<file path="config.mk">
export PLATFORM = sky130hd
export DESIGN_NAME = hbt_predictor
export DESIGN_NICKNAME = d
export VERILOG_FILES = /design/src/rtl/hbt_pkg.sv /design/src/rtl/hbt_ctrl.sv /design/src/rtl/hbt_table.sv /design/src/rtl/hbt_predictor.sv
export SDC_FILE = /design/constraint.sdc
export NUM_CORES = 1
export LEC_CHECK = 0
export BUFFER_PORTS_ARGS = -buffer_cell sky130_fd_sc_hd__clkbuf_2
export CORE_MARGIN = 8
export CORE_UTILIZATION = 49
export DETAILED_ROUTE_END_ITERATION = 10
export GPL_TIMING_DRIVEN = 0
export PLACE_DENSITY = 0.86
export SLEW_MARGIN = 20
export SYNTH_ARGS = -nofsm -noshare
export SYNTH_HDL_FRONTEND = slang
export SYNTH_SLANG_ARGS = --single-unit
</file>
<file path="constraint.sdc">
create_clock -name clk -period 3.9 [get_ports clk]
set_input_delay 1.17 -clock clk [delete_from_list [all_inputs] [get_ports clk]]
set_output_delay 1.17 -clock clk [all_outputs]
set_load 0.02 [all_outputs]
</file>
<file path="src/rtl/hbt_pkg.sv">
package hbt_pkg;
  // Entry state: dir = predicted direction (1 taken), miss = last prediction wrong
  typedef struct packed {
    logic dir;
    logic miss;
  } hbtState_t;

  localparam hbtState_t HBT_RESET_STATE = '{dir: 1'b0, miss: 1'b0};

  // Strobes from control to the table
  typedef struct packed {
    logic      wrEn;
    hbtState_t wrState;
  } hbtStrobe_t;
endpackage

</file>
<file path="src/rtl/hbt_ctrl.sv">
module hbt_ctrl
  import hbt_pkg::*;
(
  input  logic       updValid,
  input  logic       updTaken,
  input  hbtState_t  curState,
  output hbtStrobe_t strobe
);
  logic      predictedOk;
  hbtState_t nextState;

  assign predictedOk = (curState.dir == updTaken);

  always_comb begin
    nextState = curState;
    unique case ({curState.miss, predictedOk})
      2'b01: nextState = curState;                          // right, correct: hold
      2'b00: nextState = '{dir: curState.dir, miss: 1'b1};  // right, miss: arm
      2'b11: nextState = '{dir: curState.dir, miss: 1'b0};  // wrong, correct: disarm
      2'b10: nextState = '{dir: ~curState.dir, miss: 1'b0}; // wrong, miss: flip
      default: nextState = curState;
    endcase
  end

  always_comb begin
    strobe.wrState = nextState;
    strobe.wrEn    = updValid && (nextState != curState);
  end
endmodule

</file>
<file path="src/rtl/hbt_table.sv">
module hbt_table
  import hbt_pkg::*;
#(
  parameter int IDX_W = 4
) (
  input  logic             clk,
  input  logic             rstN,
  input  logic [IDX_W-1:0] lookIdx,
  input  logic [IDX_W-1:0] updIdx,
  input  hbtStrobe_t       strobe,
  output hbtState_t        lookState,
  output hbtState_t        updState
);
  localparam int ENTRIES = 1 << IDX_W;

  hbtState_t entry [ENTRIES];

  for (genvar g = 0; g < ENTRIES; g++) begin : g_entry
    logic hit;
    assign hit = strobe.wrEn && (updIdx == IDX_W'(g));
    always_ff @(posedge clk) begin
      if (!rstN)    entry[g] <= HBT_RESET_STATE;
      else if (hit) entry[g] <= strobe.wrState;
    end
  end

  assign lookState = entry[lookIdx];
  assign updState  = entry[updIdx];
endmodule

</file>
<file path="src/rtl/hbt_predictor.sv">
module hbt_predictor
  import hbt_pkg::*;
#(
  parameter int PC_W  = 32,
  parameter int IDX_W = 4
) (
  input  logic            clk,
  input  logic            rstN,
  input  logic [PC_W-1:0] lookupPc,
  output logic            predTaken,
  input  logic            updValid,
  input  logic [PC_W-1:0] updPc,
  input  logic            updTaken
);
  localparam int IDX_LO = 2;
  localparam int IDX_HI = IDX_LO + IDX_W - 1;

  logic [IDX_W-1:0] lookIdx;
  logic [IDX_W-1:0] updIdx;
  hbtState_t        lookState;
  hbtState_t        updCurState;
  hbtStrobe_t       strobe;
  logic             unusedPcBits;

  assign lookIdx      = lookupPc[IDX_HI:IDX_LO];
  assign updIdx       = updPc[IDX_HI:IDX_LO];
  assign unusedPcBits = ^{lookupPc[PC_W-1:IDX_HI+1], lookupPc[IDX_LO-1:0],
                          updPc[PC_W-1:IDX_HI+1], updPc[IDX_LO-1:0], lookState.miss};

  hbt_ctrl u_ctrl (
    .updValid (updValid),
    .updTaken (updTaken),
    .curState (updCurState),
    .strobe   (strobe)
  );

  hbt_table #(.IDX_W(IDX_W)) u_table (
    .clk       (clk),
    .rstN      (rstN),
    .lookIdx   (lookIdx),
    .updIdx    (updIdx),
    .strobe    (strobe),
    .lookState (lookState),
    .updState  (updCurState)
  );

  assign predTaken = lookState.dir;
endmodule

</file>
Word level (Yosys, flattened, before mapping)
Memories as Yosys holds them, arrays and structs flattened.
Index checks and enable logic that the tools add are counted.
- bits in registers: 0
- latch bits: 0
- memory bits (writable): 32
- ROM bits: 0
- bits of input ports: 68
- output and inout port bits: 1
- word-level logic and storage cells: 123
- memories: 1
- memories (name ; words ; bits a word ; read ports ; clocked after memory_dff ; wr ports ; RTL line ; source):
    u_table.entry ; 16 ; 2 ; 2 ; 0 ; 16 ; hbt_table.sv:16 ; hbtState_t entry [ENTRIES];
- add/sub/neg operators: 0
- $mul: 0
- div/mod/pow operators: 0
- $lt $le $gt $ge: 0
- eq/ne operators: 20
- shifts and indexed selects: 0
- muxes and demuxes: 66
- bitwise logic cells: 17
- reductions and logical operators: 19
- operators with widths (kind ; count):
    1-bit 2-to-1 mux ; 49
    4-bit equality test, second input constant ; 8
    2-bit 2-to-1 mux ; 16
    1-bit logical AND ; 17
    4-bit by 3-bit equality test with 1-bit output, second input constant ; 4
    1-bit OR ; 16
    4-bit by 2-bit equality test with 1-bit output, second input constant ; 2
    2-bit one-hot mux with 4 select lines ; 1
    2-bit equality test, second input constant ; 2
    4-bit by 1-bit equality test with 1-bit output, second input constant ; 1
    4-bit zero test ; 1
    2-bit by 1-bit equality test with 1-bit output, second input constant ; 1
    2-bit zero test ; 1
    2-bit inequality test ; 1
    1-bit equality test ; 1
    1-bit NOT ; 1

Longest topological paths before layout
Gate-level depths: netlist of run 1.
An unclocked memory read counts as a cell.
- word-level depth: 11
- gate-level depth with buffers: 8
- gate-level depth less buffers: 5

Hierarchy
Synthesis of run 1 repeated with hierarchy kept, for this count alone.
- cell total of the unflattened synthesis: 151
- area, all modules: 1888.1 um2
- by module, submodules not included (module ; instances ; cells each ; area each (um2) ; sequential area each (um2)):
    hbt_table ; 1 ; 146 ; 1853.0 ; 960.9
    hbt_ctrl ; 1 ; 5 ; 35.0 ; 0.0

Worst setup path after synthesis of run 1
No wires, ideal clock.
- path kind: input-to-output
- start: input port lookupPc[2]
- end: output port predTaken
- data arrival time: 2175 ps
- required time: 2730 ps
- path slack: 555 ps
- cell stages on the path: 2
- buffers on the path: 0
- cells stage by stage: mux4_2 -> mux4_2
- cells in the longest elaborated chain, start to end: 1
- ends and longest elaborated chain (element ; RTL line ; source):
    start: declaration ; hbt_predictor.sv:9 ; input logic [PC_W-1:0] lookupPc,
    memory 16 x 2 bit ; -- ;
    end: declaration ; hbt_predictor.sv:10 ; output logic predTaken,
Every way passes these cells.

Final worst setup path of run 1
Ends and elaborated chain as after synthesis.

==> flow_summary.toml, run 1 <==
[clock_network]
worstSkewPairLatency_ns = 0.29
cts-root-buf = "clkbuf_8"
postCtsSetupBuffers = 0
cts_tree = "done"
cts_resized = 0
htreeDepth = 2
clk_pin_slew_worst_paths_ns = 0.06
cts_buffers = 5
cts_buffer_depth = 2
clock-sinks = 32
cts_hold_buf = 0

[sta]
slew_violations = 0
period_share_pct = 96.01
setup_ws_ns = 0.1556
setup_viol = 0
finalHoldViolations = 0
finalClockSkew_ns = 0.006839
setup-tns-final_ns = 0
period_minus_slack_ns = 3.744
fmax_ghz = 0.2671
rsz0062_at_grt = "false"
slew_headroom_pct = 59.14
tightest_slew_ns = 0.6129

[global_routing]
grtUsageTotal_pct = 16.15
grt_antenna_before_repair = 0
overflow = 0
grt_pass1_wl_um = 7734
grt_pass1_vias = 1514
grt_max_degree = 11

[layout]
final_cell_mix = "nor4_1, edfxtp_1, mux4_2"
top_register = "u_table.entry"
reg_top3 = "u_table.entry (32)"
finalNetCount = 228
final_util_pct = 55.41
layout-drive-gt1-share_pct = 34.78
n_antenna_cell = 0
syn_to_final_growth_pct = 10.86
largest_reg_flops = 32
fin_cells = 211
num-fill-cells = 311

[place]
dp.cells = 203
port-buffer-count = 9
place_ws_ns = 0.1608
post-dp-hpwl_um = 3487
gp_congestion = 0.9551

[yosys]
yosysUniqueCellTypes = 25
synth_compound_area_share_pct = 10.41
netlist.area_leader.share_pct = 48.76
yosys_warnings = 0
yosysSeqAreaShare_pct = 48.76
synth_top_family_by_area = "simple AND/OR/NAND/NOR gates"
synthesis.area_um2 = 1971
syn_inst = 144
synth.area.top_cells = "edfxtp_1, mux4_2, nor4_1"
muxShareOfSynthArea_pct = 16.19
synth_simple_gate_area_share_pct = 18.03
syn_area_per_cell_um2 = 13.69
synth_seq_cells = 32
syn_nets = 212
post_synth_xor_area_fraction_pct = 0.8254
synthAdderAreaFrac_pct = 0
synth_area_leader_cell = "edfxtp_1"

[die]
row_count = 23
ioPinCount = 69
die-area_um2 = 6307
initial_utilization_pct = 49.98
fp.dieW_um = 79.42
coreArea_um2 = 3943
die_h_um = 79.42

[critical_path]
start_kind = "primary input"
max_stage_delay_ns = 0.55
slowest_stage = "mux4_2"
r2r.worst_path.cells = 6
cp-end-kind = "output port"
path_cells = "clkbuf_2, mux4_2, mux4_2, clkbuf_2"
path_max_fanout = 4
required_ns = 2.73
crit_type = "primary input to output port"
cp.arrival_ns = 2.57

[route]
drt_iter0_markers = 307
first_pass_iters = 6
drc = 0
via_count = 1544
wl_per_cell_um = 23.25
vias_per_cell = 7.318
routed_wl_um = 4905
antenna_left = 0

[power_and_ir_drop]
switchingPower_uw = 238.9
intPower_uw = 641.5
finalPower_uw = 880.3
power_density_nw_per_um2 = 403.0
power_frac_seq_pct = 45.3
clkPwrFrac_pct = 34.7
power_frac_comb_pct = 20.1
p_leak_uw = 0.0006875
switching_share_pct = 27.13
ir_drop_uv = 201.4

[job]
max_cap_violations = 0

[outcome]
status = "completed"

[min_path]
hold_path_depth = 4
hold_class = "flop to flop"
==> layout make-up <==
cell class                      count  area, µm²  share of cell area, %
Sequential cell                    32      960.9                  43.99
Multi-Input combinational cell     96      895.9                  41.01
Buffer                             16      113.9                  5.212
Clock buffer                        5      68.82                  3.150
Tap cell                           50      62.56                  2.864
Timing Repair Buffer                9      45.04                  2.062
Clock inverter                      3      37.54                  1.718
==> cells in the mapped netlist, drive strengths merged <==
master / number
nand2: 10
o21ai: 8
o31ai: 4
nor3b: 1
mux4: 13
nand4: 2
nor2: 2
nor2b: 4
mux2i: 1
buf: 11
edfxtp: 32
and2: 1
o41ai: 4
xnor2: 1
a21oi: 1
nor4: 32
a22oi: 4
nand3: 8
clkbuf: 5
==> worst paths after layout <==
kind	startpoint	endpoint	slack [ns]
min reg2reg	u_table.entry[14][0]	u_table.entry[13][0]	1.01
max reg2reg	u_table.entry[14][1]	u_table.entry[15][1]	1.50
min	u_table.entry[14][0]	u_table.entry[13][0]	1.01
max	lookupPc[2]	predTaken	0.16
==> layer usage <==
metal / up-vias / GRT usage, % / share of wire, %
met5: - / 0 / 0
met4: 0 / 6.667 / 3.6
met3: 30 / 5.631 / 12
met2: 141 / 25.88 / 48
met1: 731 / 19.33 / 37
li1: 642 / - / -
==> logic make-up after synthesis <==
kind of cell              after synthesis
DFF                                    32
xor gates and xnor gates                1
and+or+nand+nor                        60
buffers and inverters                  16
AOI/OAI and AO/OA                      21
muxes                                  14
==> critical path: cells and delay by family <==
kind / cells / cell delay (ns)
mux: 2 / 1.03
buf+inv: 2 / 0.37
==> through the flow <==
stage	hold WS [ns]	area [µm²]
CTS	1.010	2185
global placement	0.9847	2078
finish	1.013	2185
floorplan	0.9401	1971
global route	1.049	2185
detailed placement	0.9970	2078
==> power groups by stage <==
stage	sequential (µW)	clock (µW)	combinational, µW
after global routing	400	319	183
after CTS	398	310	171
final	398	305	177
after detailed placement	406	0	169
after floorplan	402	0	127
after global placement	404	0	163
Power figures use the tool's default switching activity.
==> run 2: changes to the inputs <==
Settings changed: CORE_ASPECT_RATIO set to 1.4.
==> run 2 against run 1 <==
Net effect: clock power hardly changed; sequential power hardly changed; flip-flop and latch count stayed put.
==> flow_summary.toml, run 2 (synthesized netlist as in run 1, its figures left out) <==
[critical_path]
path_max_fanout = 4
max_stage_delay_ns = 0.53
start_kind = "primary input"
rr_endpoint = "u_table.entry[3][1]"
cp.arrival_ns = 2.52
slowest_stage = "mux4_2"
r2r.worst_path.cells = 5
cp-end-kind = "output port"
r2r_slack_ns = 1.24
path_cells = "clkbuf_2, mux4_2, mux4_2, clkbuf_2"
reg2reg_from = "u_table.entry[13][1]"
required_ns = 2.73
crit_type = "primary input to output port"

[die]
die-area_um2 = 6336
fp.dieW_um = 69.60
row_count = 27
coreArea_um2 = 3885
ioPinCount = 69
initial_utilization_pct = 50.72
die_h_um = 91.04

[route]
wl_met2_um = 2577
first_pass_iters = 4
wl_met1_um = 1542
top_layer = "met4"
via_count = 1501
dr_wl_met3_um = 467
wl_per_cell_um = 23.68
routed_wl_um = 4831
drc = 0
antenna_left = 0
vias_per_cell = 7.358
drt_iter0_markers = 157

[sta]
finalHoldViolations = 0
slew_headroom_pct = 50.25
tightest_slew_ns = 0.7366
fmax_ghz = 0.2707
finalClockSkew_ns = 0.002635
setup_ws_ns = 0.2060
period_share_pct = 94.72
rsz0062_at_grt = "false"
setup_viol = 0
period_minus_slack_ns = 3.694
setup-tns-final_ns = 0
slew_violations = 0

[power_and_ir_drop]
ir_drop_uv = 255.8
finalPower_uw = 877.1
p_leak_uw = 0.0006875
power_density_nw_per_um2 = 403.1

[clock_network]
cts-root-buf = "clkbuf_8"
cts_tree = "done"
cts_buffers = 5
cts_buffer_depth = 2
clk_pin_slew_worst_paths_ns = 0.06
cts_resized = 0
htreeDepth = 2
clock-sinks = 32
worstSkewPairLatency_ns = 0.29
postCtsSetupBuffers = 0
cts_hold_buf = 0

[layout]
layout-drive-gt1-share_pct = 34.78
finalNetCount = 228
n_antenna_cell = 0
final_cell_mix = "nor4_1, edfxtp_1, mux4_2"
top_register = "u_table.entry"
final_util_pct = 56.01
syn_to_final_growth_pct = 10.41
fin_area_um2 = 2176
reg_top3 = "u_table.entry (32)"
largest_reg_flops = 32

[place]
post-dp-hpwl_um = 3512
placed_cell_area_um2 = 2069
port-buffer-count = 9
place_ws_ns = 0.1848
gp_congestion = 0.9697

[min_path]
hp-start = "u_table.entry[13][0]"
hold_path_depth = 4
hold_end = "u_table.entry[10][0]"
hold_class = "flop to flop"

[global_routing]
grt_pass1_vias = 1498
grt_max_degree = 11
grtUsageTotal_pct = 15.79
grt_pass1_wl_um = 7762
grt_antenna_before_repair = 0
overflow = 0

[outcome]
status = "completed"

[job]
max_cap_violations = 0
[run 2: cell counts in the layout (fill, tap and decap cells not counted)]
No cell type changed its count.
[run 2: metrics by stage]
stage	instances	hold WS (ns)
final	204	1.043
after global routing	204	1.079
after CTS	204	1.036
after detailed placement	196	1.021
after global placement	196	0.9861
after floorplan	144	0.9401
[run 2: how the worst max path moves through the flow]
stage,start,to,slack (ns),cells after the start
after CTS,lookupPc[2],predTaken,0.21,4
after global placement,lookupPc[2],predTaken,0.19,4
after global routing,lookupPc[2],predTaken,0.17,4
after floorplan,lookupPc[2],predTaken,0.56,2
after detailed placement,lookupPc[2],predTaken,0.18,4
final,lookupPc[2],predTaken,0.21,4
[run 2: power breakdown]
part	switching (µW)	internal [µW]	leakage (µW)
registers	5.76	392	0.000331
clock network	120	186	0.0000532
logic	110	63.4	0.000304
[run 2: critical path, delay by kind of cell]
kind                   cells  cell delay [ns]
buffers and inverters      2             0.35
muxes                      2             1.00
[run 2: layout make-up]
type	instances	area [µm²]
Clock buffer	5	68.82
Clock inverter	3	37.54
Tap cell	43	53.80
Buffer	16	113.9
Multi-Input combinational cell	96	895.9
Sequential cell	32	960.9
Fill cell	310	1709
Timing Repair Buffer	9	45.04
[run 2: metal layers]
metal / GRT usage [%] / up-vias
met1: 15.12 / 732
li1: - / 643
met4: 11.84 / 0
met3: 5.011 / 25
met2: 27.53 / 101
met5: 0 / -
